File: src/rtl/pio_port_pkg.sv
package pio_port_pkg;

  typedef enum logic [1:0] {
    PORT_A_DATA = 2'd0,
    PORT_A_CMD  = 2'd1,
    PORT_B_DATA = 2'd2,
    PORT_B_CMD  = 2'd3
  } port_sel_e;

  typedef struct packed {
    logic      rd;
    logic      wr;
    port_sel_e port;
  } bus_evt_t;

  localparam int unsigned CMD_W  = 8;
  localparam int unsigned IDX_W  = 7;
  localparam int unsigned WR_BIT = 7;

endpackage

File: src/rtl/pio_strobe_decode.sv
module pio_strobe_decode
  import pio_port_pkg::*;
(
  input  logic       clk,
  input  logic       rst_n,
  input  logic       cs_n,
  input  logic [1:0] addr,
  input  logic       rd_n,
  input  logic       wr_n,
  output bus_evt_t   evt
);

  logic rd_prev_q, wr_prev_q;
  logic rd_fall, wr_fall;

  always_ff @(posedge clk or negedge rst_n) begin
    if (!rst_n) begin
      rd_prev_q <= 1'b1;
      wr_prev_q <= 1'b1;
    end else begin
      rd_prev_q <= rd_n;
      wr_prev_q <= wr_n;
    end
  end

  assign rd_fall = rd_prev_q & ~rd_n;
  assign wr_fall = wr_prev_q & ~wr_n;

  always_comb begin
    evt.port = port_sel_e'(addr);
    evt.rd   = ~cs_n & rd_fall & ~wr_fall;
    evt.wr   = ~cs_n & wr_fall & ~rd_fall;
  end

  // a deselected bus never produces an access
  p_no_access_deselected_r2: assert property (@(posedge clk) disable iff (!rst_n)
    cs_n |-> !(evt.rd || evt.wr));

  // read and write events never coexist
  p_single_event_r11: assert property (@(posedge clk) disable iff (!rst_n)
    $onehot0({evt.rd, evt.wr}));

  // an event needs the strobe high in the previous cycle
  p_edge_only_r9: assert property (@(posedge clk) disable iff (!rst_n)
    (evt.rd || evt.wr) |=> !(evt.rd || evt.wr) || ($past(evt.rd) != evt.rd));

endmodule

File: src/rtl/pio_half_regs.sv
module pio_half_regs
  import pio_port_pkg::*;
#(
  parameter int unsigned DATA_W    = 16,
  parameter int unsigned REG_BASE  = 32,
  parameter int unsigned REG_COUNT = 8
) (
  input  logic              clk,
  input  logic              rst_n,
  input  logic              cmd_we,
  input  logic              data_we,
  input  logic [DATA_W-1:0] wdata,
  output logic [DATA_W-1:0] rd_value
);

  localparam int unsigned SLOT_W = (REG_COUNT > 1) ? $clog2(REG_COUNT) : 1;

  logic [CMD_W-1:0]                  cmd_q;
  logic [REG_COUNT-1:0][DATA_W-1:0]  regs_q;
  logic [IDX_W-1:0]                  idx, rel;
  logic [SLOT_W-1:0]                 slot;
  logic                              hit;
  logic                              store;

  always_ff @(posedge clk or negedge rst_n) begin
    if (!rst_n)      cmd_q <= '0;
    else if (cmd_we) cmd_q <= wdata[CMD_W-1:0];
  end

  assign idx   = cmd_q[IDX_W-1:0];
  assign rel   = idx - IDX_W'(REG_BASE);
  assign hit   = rel < IDX_W'(REG_COUNT);
  assign slot  = rel[SLOT_W-1:0];
  assign store = data_we & cmd_q[WR_BIT] & hit;

  genvar g;
  generate
    for (g = 0; g < REG_COUNT; g++) begin : g_reg
      always_ff @(posedge clk or negedge rst_n) begin
        if (!rst_n)                              regs_q[g] <= '0;
        else if (store && slot == SLOT_W'(g))    regs_q[g] <= wdata;
      end
    end
  endgenerate

  assign rd_value = hit ? regs_q[slot] : '0;

  // command updates only on a command write and takes the low byte
  p_cmd_hold_r4: assert property (@(posedge clk) disable iff (!rst_n)
    !cmd_we |=> $stable(cmd_q));
  p_cmd_load_r4: assert property (@(posedge clk) disable iff (!rst_n)
    cmd_we |=> cmd_q == $past(wdata[CMD_W-1:0]));

  // registers change only on a data write under a write-enabled command
  p_reg_hold_r6: assert property (@(posedge clk) disable iff (!rst_n)
    !(data_we && cmd_q[WR_BIT]) |=> $stable(regs_q));

  // an index outside the window reads as zero
  p_out_of_window_r8: assert property (@(posedge clk) disable iff (!rst_n)
    !hit |-> rd_value == '0);

endmodule

File: src/rtl/pio_cmd_port_top.sv
module pio_cmd_port_top
  import pio_port_pkg::*;
#(
  parameter int unsigned DATA_W    = 16,
  parameter int unsigned REG_BASE  = 32,
  parameter int unsigned REG_COUNT = 8
) (
  input  logic              clk,
  input  logic              rst_n,
  input  logic              cs_n,
  input  logic [1:0]        addr,
  input  logic              rd_n,
  input  logic              wr_n,
  input  logic [DATA_W-1:0] wdata,
  output logic [DATA_W-1:0] rdata,
  output logic              rd_valid
);

  localparam int unsigned HALVES = 2;

  bus_evt_t                        evt;
  logic [HALVES-1:0]               cmd_we, data_we;
  logic [HALVES-1:0][DATA_W-1:0]   half_val;
  logic [DATA_W-1:0]               rdata_q;
  logic                            rd_valid_q;

  pio_strobe_decode u_decode (
    .clk   (clk),
    .rst_n (rst_n),
    .cs_n  (cs_n),
    .addr  (addr),
    .rd_n  (rd_n),
    .wr_n  (wr_n),
    .evt   (evt)
  );

  genvar h;
  generate
    for (h = 0; h < HALVES; h++) begin : g_half
      assign cmd_we[h]  = evt.wr && (evt.port == port_sel_e'(2 * h + 1));
      assign data_we[h] = evt.wr && (evt.port == port_sel_e'(2 * h));

      pio_half_regs #(
        .DATA_W    (DATA_W),
        .REG_BASE  (REG_BASE),
        .REG_COUNT (REG_COUNT)
      ) u_half (
        .clk      (clk),
        .rst_n    (rst_n),
        .cmd_we   (cmd_we[h]),
        .data_we  (data_we[h]),
        .wdata    (wdata),
        .rd_value (half_val[h])
      );
    end
  endgenerate

  always_ff @(posedge clk or negedge rst_n) begin
    if (!rst_n) begin
      rdata_q    <= '0;
      rd_valid_q <= 1'b0;
    end else begin
      rd_valid_q <= evt.rd;
      if (evt.rd) rdata_q <= evt.port[0] ? '0 : half_val[evt.port[1]];
    end
  end

  assign rdata    = rdata_q;
  assign rd_valid = rd_valid_q;

  // a result is flagged only after a decoded read
  p_valid_after_read_r5: assert property (@(posedge clk) disable iff (!rst_n)
    rd_valid |-> $past(evt.rd));
  // read data holds between reads
  p_rdata_hold_r5: assert property (@(posedge clk) disable iff (!rst_n)
    !rd_valid |-> $stable(rdata));
  // a command-port read yields zero
  p_cmd_read_zero_r7: assert property (@(posedge clk) disable iff (!rst_n)
    (rd_valid && $past(evt.port[0])) |-> rdata == '0);
  // at most one half is written per cycle
  p_one_half_r10: assert property (@(posedge clk) disable iff (!rst_n)
    $onehot0({cmd_we, data_we}));

endmodule

File: config.mk
export PLATFORM = sky130hd
export DESIGN_NAME = pio_cmd_port_top
export DESIGN_NICKNAME = d
export VERILOG_FILES = /design/src/rtl/pio_port_pkg.sv /design/src/rtl/pio_strobe_decode.sv /design/src/rtl/pio_half_regs.sv /design/src/rtl/pio_cmd_port_top.sv
export SDC_FILE = /design/constraint.sdc
export NUM_CORES = 1
export LEC_CHECK = 0
export ABC_AREA = 0
export BUFFER_PORTS_ARGS = -buffer_cell sky130_fd_sc_hd__clkbuf_2
export CAP_MARGIN = 0
export CORE_UTILIZATION = 35
export DETAILED_ROUTE_END_ITERATION = 16
export SYNTH_ARGS = -nofsm -noshare
export SYNTH_HDL_FRONTEND = slang
export SYNTH_SLANG_ARGS = --single-unit
export TNS_END_PERCENT = 5
File: constraint.sdc
create_clock -name clk -period 6.95 [get_ports clk]
set_input_delay 0.695 -clock clk [delete_from_list [all_inputs] [get_ports clk]]
set_output_delay 0.695 -clock clk [all_outputs]
set_load 0.05 [all_outputs]
==> key figures, run 1 <==
Setup path
  – FF-to-FF path depth: 4
  – Worst setup path class: reg2reg
  – Worst path bufs/invs: 1
  – Delay of the slowest critical-path stage: 980 ps
  – Cell Chain, Critical Path: buf_4, nor2b_1, nand4_1, mux2_2
  – Worst Setup SP: g_half[1].u_half.cmd_q[0]
  – RR Startpoint: g_half[1].u_half.cmd_q[0]
  – Crit path required time: 7380 ps
  – CP delay by family, top: simple AND/OR/NAND/NOR gates
  – Stages on worst setup path: 4
  – Crit path max fanout: 39
  – CP max-delay cell: nand4_1
  – CP arrival: 3520 ps
  – CP Launch Type: register
  – Critical path capture point type: register

Logic synthesis
  – Post-synthesis sequential area ratio: 54.7%
  – Cells after Synth: 919
  – Most numerous cell in the Yosys netlist: dfrtp_1
  – Main combinational cell family by area after synthesis: multiplexers
  – Post-synth top area share: 54.3%
  – Mapped cell area: 13300 um^2
  – Adder-cell area share of the yosys netlist: 0%
  – Main flop type after synthesis: dfrtp_1
  – Simple-Gate Fraction of Synth Area: 5.17%
  – Synth Warn #: 0
  – Mux cell area share after synthesis: 32.5%
  – Synth cell count leaders: 289 x dfrtp_1, 279 x mux2_2, 62 x mux2i_1
  – Post-Synth XOR/XNOR Area: 0%
  – Netlist cell types: 50
  – Synth area leader: dfrtp_1
  – Synth Area per Inst: 14.5 um^2
  – Post-synth EDFFs: 0
  – Synth area leaders: dfrtp_1 54%, mux2_2 24%, mux2i_1 4.7%, mux4_2 3.0%, nor4_4 1.6%
  – Area fraction in compound gates after synthesis: 5.05%
  – Net count after synthesis: 942
  – Synthesized flop and latch total: 291
  – Async SR Flop Fraction: 100%

Floorplan
  – Starting Density: 35.4%
  – Overall die width: 197 um
  – Core ar.: 37600 um^2
  – Core Rows: 71
  – Die area: 38800 um^2
  – Die Y-Extent: 197 um
  – Top Ports: 40

Timing
  – Minimum clock period: 3090 ps
  – Final setup skew: 14.3 ps
  – Slew Viols, Final: 0
  – Final WS setup: 3860 ps
  – Relative slew slack: 21.1%
  – RSZ-0062 raised after global routing: no
  – Final setup viols: 0
  – Worst Max-Slew Pin Slew: 1180 ps
  – Final hold vios: 0
  – Final worst-path cycle share: 44.4%
  – Max Freq: 324 MHz
  – TNS Setup: 0 ps

Global routing
  – Gr usage total: 16.9%
  – Congestion Overflow GR: 0
  – First-pass GRT wire length: 50300 um
  – Pin count of the biggest net entering global routing: 144
  – Antenna violations before repair: 0
  – Vias in the first global route: 8400

Finish
  – Fillers: 3514
  – Design area: 15100 um^2
  – Share of layout cells above drive strength 1: 46.8%
  – Antenna Cells: 0
  – FF+latch area: 7290 um^2
  – Final nets: 963
  – Area Overhead vs Synth: 13.3%
  – Layout Cells excl Fill: 1476
  – Final core occ: 40.1%
  – Multi-input gate area: 5700 um^2

Drt
  – Initial DRC count: 438
  – Wire length per cell: 21.5 um
  – Vias per inst: 5.26
  – Final WL: 31800 um
  – Detailed-route via count: 7760
  – DRC errors left: 0
  – DRT antenna net count: 0
  – Pre-antenna DRT Iters: 4

Clocking
  – CTS Buffer Depth: 3
  – # hold bufs at CTS: 0
  – CTS tree: yes
  – Root Buffer: clkbuf_16
  – Clock transition at the registers of the reported paths: 60 ps
  – CTS buffer count: 31
  – H-tree Lvls: 1
  – Post-CTS resize count: 0
  – Latest clock arrival within the worst-skew pair: 560 ps
  – # clock sinks: 291
  – Setup bufs post-CTS: 0

Place
  – DP HPWL: 20000 um
  – Post-Place Setup Slack: 3590 ps
  – Placer Congestion: 0.770
  – Port Buf Inserts: 39
  – Instance area at placement: 14000 um^2
  – Cell count after placement: 1418

Power
  – Leakage: 7.25 nW
  – Power Dens Cells: 262 nW/um^2
  – Peak supply drop: 171 uV

Run status
  – Status: completed

Worst hold path
  – Worst min-delay path category: in2async

Flow run
  – # Max-Cap Violations: 0
routing by layer:
layer	global-route usage [%]	wire, um	share of wire (%)
met2	28.4	15500	49
met5	0	0	0
met3	2.10	1270	4.0
met1	22.7	14200	45
met4	5.40	819	2.6
area by class of cell:
| type | instances | area share [%] |
|---|---|---|
| Sequential cell | 291 | 48.3 |
| Multi-Input combinational cell | 552 | 37.8 |
| Clock buffer | 47 | 6.21 |
| Tap cell | 511 | 4.24 |
| Timing Repair Buffer | 60 | 2.49 |
| Clock inverter | 11 | 0.888 |
| Inverter | 4 | 0.0996 |
state kept, by name, indices dropped and copies added, names as in the netlist:
name and cells:
u_decode.rd_prev_q 1, rdata 16, g_half.u_half.regs_q 256, rd_valid 1
g_half.u_half.cmd_q 16, u_decode.wr_prev_q 1
through the flow:
step	total power [mW]	hold WS, ps
3_5_place_dp	2.28	482
6_report	3.95	135
3_3_place_gp	2.28	475
5_1_grt	4.09	169
4_1_cts	4.00	153
2_1_floorplan	2.11	399
where the power goes:
part           internal [mW]  switching [mW]
sequential              1.73          0.0499
clock                   1.03           0.670
combinational          0.160           0.303
layout by cell type, fill, tap and decap left out, types with 11 or more instances in the layout:
master and instances:
dfrtp_1 287, mux2_2 279, mux2i_1 62, clkbuf_2 38, clkbuf_16 31, nand2_1 29
buf_4 20, o22ai_1 19, mux4_2 18, o211ai_1 12, o21ai_0 12, o221ai_1 11
kinds of logic after synthesis:
logic type             Yosys count
flip-flops                     291
buffers and inverters           76
multiplexers                   370
AO/OA/AOI/OAI                   91
AND/OR/NAND/NOR                 91
worst paths after layout:
kind                                                end  slack (ps)
max                         g_half[1].u_half.regs_q[29]        3860
min                         g_half[1].u_half.regs_q[66]         130
max reg2reg                 g_half[1].u_half.regs_q[29]        3860
min reg2reg                g_half[1].u_half.regs_q[119]         490
max in group asynchronous   g_half[0].u_half.regs_q[41]        5540
min in group clk                     u_decode.wr_prev_q         240
No activity file was read; power rests on OpenSTA's default activity.
==> inputs of run 2 (changes only) <==
- ABC_AREA: 0 -> 1
- clock period: 6.95 -> 2.8 ns (I/O delays scaled with it)
==> run 2 against run 1 <==
The flow now finishes with violations (design-rule violations); first-iteration DRC count increased to 2.8 times the previous value; design area up 7.6%; total power grew to 2.6 times the previous value; critical endpoint is now g_half[1].u_half.regs_q[53]; largest cell class unchanged; highest routed layer unchanged.
==> key figures, run 2 <==
Setup path
  – CP max-delay cell: buf_4
  – Critical path capture point type: register
  – FF-to-FF End: g_half[1].u_half.regs_q[53]
  – FF-to-FF path depth: 9 (+5)
  – Crit path max fanout: 70 (+79%)
  – Crit path required time: 3320 ps (-4060 ps)
  – Cell Chain, Critical Path: nand2_1, nor2_1, nand2_1, inv_1, nand2_1, nor2_4, buf_4, nand4_1, nand2_1
  – CP arrival: 2730 ps (-790 ps)
  – Worst setup path class: reg2reg
  – CP Launch Type: register
  – RR Startpoint: u_decode.wr_prev_q
  – Worst path most repeated cell: nand2_1
  – Delay of the slowest critical-path stage: 630 ps (-350 ps)
  – Flop2flop setup slack: 590 ps (-3270 ps)

Clocking
  – Root Buffer: clkbuf_16
  – CTS tree: yes
  – CTS Buffer Depth: 3 (unchanged)
  – H-tree Lvls: 1 (unchanged)
  – Clock transition at the registers of the reported paths: 60 ps (about the same)
  – Latest clock arrival within the worst-skew pair: 580 ps (+20 ps)
  – # clock sinks: 291 (unchanged)
  – CTS buffer count: 31 (unchanged)

Finish
  – Biggest register: g_half.u_half.regs_q
  – Largest register FFs: 256 (unchanged)
  – Most frequent cells in the layout: 1115 x nand2_1, 286 x dfrtp_1, 236 x nand3_1
  – Design area: 16200 um^2 (+7.6%)
  – Final nets: 2002 (+110%)
  – Antenna Cells: 0 (unchanged)
  – Commonest non-fill, non-tap cell in the layout: nand2_1
  – Fillers: 4206 (+20%)
  – Area Overhead vs Synth: 12.0%
  – Share of layout cells above drive strength 1: 8.24% (-39 points)
  – Layout Cells excl Fill: 2535 (+72%)

Floorplan
  – Die area: 42200 um^2 (+8.8%)
  – Overall die width: 205 um (+4.3%)
  – Top Ports: 40 (unchanged)
  – Starting Density: 35.5% (+0.063 points)
  – Core ar.: 40800 um^2 (+8.7%)
  – Die Y-Extent: 205 um (+4.3%)
  – Core Rows: 74 (+4.2%)

Place
  – DP HPWL: 27400 um (+37%)
  – Placer Congestion: 0.808 (+5.0%)
  – Cell count after placement: 2475 (+75%)
  – Port Buf Inserts: 39 (unchanged)
  – Instance area at placement: 15200 um^2 (+8.5%)

Power
  – Switch Pwr: 3.15 mW (+210%)
  – Register share of total power: 43.0% (-2.0 points)
  – Comb power frac: 16.3% (+4.6 points)
  – Sw Share: 31.0% (+5.1 points)
  – Leakage: 8.96 nW (+24%)
  – Power Dens Cells: 626 nW/um^2 (+140%)
  – Clock network fraction of total power: 40.6% (-2.6 points)
  – Peak supply drop: 464 uV (+170%)
  – Int Power: 7.00 mW (+140%)
  – Overall power: 10.2 mW (+160%)

Timing
  – Slew Viols, Final: 0 (unchanged)
  – TNS Setup: 0 ps (unchanged)
  – Final hold vios: 0 (unchanged)
  – Minimum clock period: 2210 ps (-877 ps)
  – Worst Max-Slew Pin Slew: 786 ps (-389 ps)
  – RSZ-0062 raised after global routing: no
  – Max Freq: 453 MHz (+40%)
  – Relative slew slack: 47.5% (+26 points)
  – Final setup skew: 11.1 ps (-3.13 ps)
  – Final worst-path cycle share: 78.9% (+34 points)
  – Final setup viols: 0 (unchanged)

Worst hold path
  – Worst min-delay path category: in2reg
  – Hold Path End: rd_valid
  – Hold Crit Start: cs_n
  – WHS Path Cells: 3

Logic synthesis
  – Main flop type after synthesis: dfrtp_1
  – Most numerous cell in the Yosys netlist: nand2_1
  – Async SR Flop Fraction: 100% (unchanged)
  – Synthesized flop and latch total: 291 (unchanged)
  – Netlist cell types: 19 (-62%)
  – Post-synthesis sequential area ratio: 50.3% (-4.5 points)
  – Net count after synthesis: 2036 (+120%)
  – Synth Area per Inst: 7.20 um^2 (-50%)
  – Mapped cell area: 14500 um^2 (+8.9%)
  – Synth cell count leaders: 1115 x nand2_1, 289 x dfrtp_1, 236 x nand3_1
  – Synth Warn #: 0 (unchanged)
  – Post-synth EDFFs: 0 (unchanged)
  – Synth area leader: dfrtp_1
  – Cells after Synth: 2013 (+120%)
  – Post-synth top area share: 49.9% (-4.4 points)
  – Synth area leaders: dfrtp_1 50%, nand2_1 29%, nand3_1 8.2%, nand4_1 5.5%, clkbuf_1 2.5%

Global routing
  – Met3 Track Usage GR: 2.77% (+0.67 points)
  – Antenna violations before repair: 0 (unchanged)
  – Met1 Use GR: 31.3% (+8.6 points)
  – First-pass GRT wire length: 71900 um (+43%)
  – Gr usage total: 21.5% (+4.6 points)
  – Met2 Usage GRT: 33.2% (+4.9 points)
  – Vias in the first global route: 12600 (+50%)
  – Congestion Overflow GR: 0 (unchanged)
  – Pin count of the biggest net entering global routing: 81 (-44%)
  – Global route hottest layer: met2

Drt
  – Pre-antenna DRT Iters: 11 (+7)
  – Vias per inst: 5.21 (-0.87%)
  – Final WL: 44800 um (+41%)
  – Detailed-route via count: 13200 (+70%)
  – DRC errors left: 1 (+1)
  – Wire length per cell: 17.7 um (-18%)
  – DRT antenna net count: 0 (unchanged)
  – Initial DRC count: 1226 (+180%)

Run status
  – Status: complete, but fails checks
  – Failing checks: design-rule violations

Flow run
  – # Max-Cap Violations: 0 (unchanged)
==> run 2: cell count changes after synthesis, sizes merged, moves of 52 or more <==
cell and change:
clkbuf +52, mux2 -290, mux2i -62, nand2 +1089, nand3 +233, nand4 +124
==> run 2: metal layers <==
layer  wire, um  part of all wire, %
met4        940                  2.1
met1      20600                   46
met5          0                    0
met3       2820                  6.3
met2      20400                   46
==> run 2: kinds of logic (layout without fill, tap and decap cells) <==
family | after synthesis | in the layout | synth area share, %
DFF | 291 | 291 | 50.3
buffers and inverters | 198 | 188 | 5.57
AOI/OAI and AO/OA | 16 | 16 | 0.553
and+or+nand+nor | 1508 | 1508 | 43.6
==> run 2: worst max path at each step <==
| stage | start | end | cells past startpoint |
|---|---|---|---|
| 2_1_floorplan | u_decode.wr_prev_q | g_half[1].u_half.regs_q[85] | 10 |
| 3_3_place_gp | u_decode.wr_prev_q | g_half[1].u_half.regs_q[118] | 9 |
| 3_5_place_dp | u_decode.wr_prev_q | g_half[1].u_half.regs_q[125] | 9 |
| 4_1_cts | u_decode.wr_prev_q | g_half[1].u_half.regs_q[125] | 9 |
| 5_1_grt | u_decode.wr_prev_q | g_half[1].u_half.regs_q[101] | 9 |
| 6_report | u_decode.wr_prev_q | g_half[1].u_half.regs_q[53] | 9 |
==> run 2: through the flow <==
| step | worst slack, ps | hold slack [ps] | util (%) |
|---|---|---|---|
| floorplan | 1150 | -15.6 | - |
| global placement | 633 | 302 | 37.2 |
| detailed placement | 615 | 302 | 37.2 |
| CTS | 603 | 153 | 39.8 |
| global route | 348 | 173 | 39.8 |
| finish | 591 | 192 | 39.8 |
==> run 2: power groups by stage <==
| stage | combinational [mW] | clock, mW | sequential (mW) |
|---|---|---|---|
| global placement | 1.63 | 0 | 4.44 |
| finish | 1.66 | 4.13 | 4.37 |
| CTS | 1.64 | 4.20 | 4.37 |
| global route | 1.78 | 4.37 | 4.38 |
| detailed placement | 1.63 | 0 | 4.45 |
| floorplan | 0.957 | 0 | 4.43 |
==> run 2: worst max-delay path, delay by kind of cell (launching register included) <==
kind	cells	cell delay [ps]
simple gates	7	830
buf+inv	2	760
flops	1	520
==> run 2: layout make-up <==
class,instances,area [um^2],area share [%]
well taps,532,666,4.10
flip-flops and latches,291,7290,44.9
multi-input cells,1524,6410,39.5
repair buffers,100,746,4.59
inverters,31,116,0.717
clock inverters,4,45.0,0.277
clock buffers,53,958,5.90
==> run 2: timing repair <==
action | CTS | global route
setup buffers | 0 | 0
setup endpoints to repair | 0 | 0
resized for setup | 0 | 0
endpoints found under the hold margin | 73 | 0
hold buffers | 3 | 0
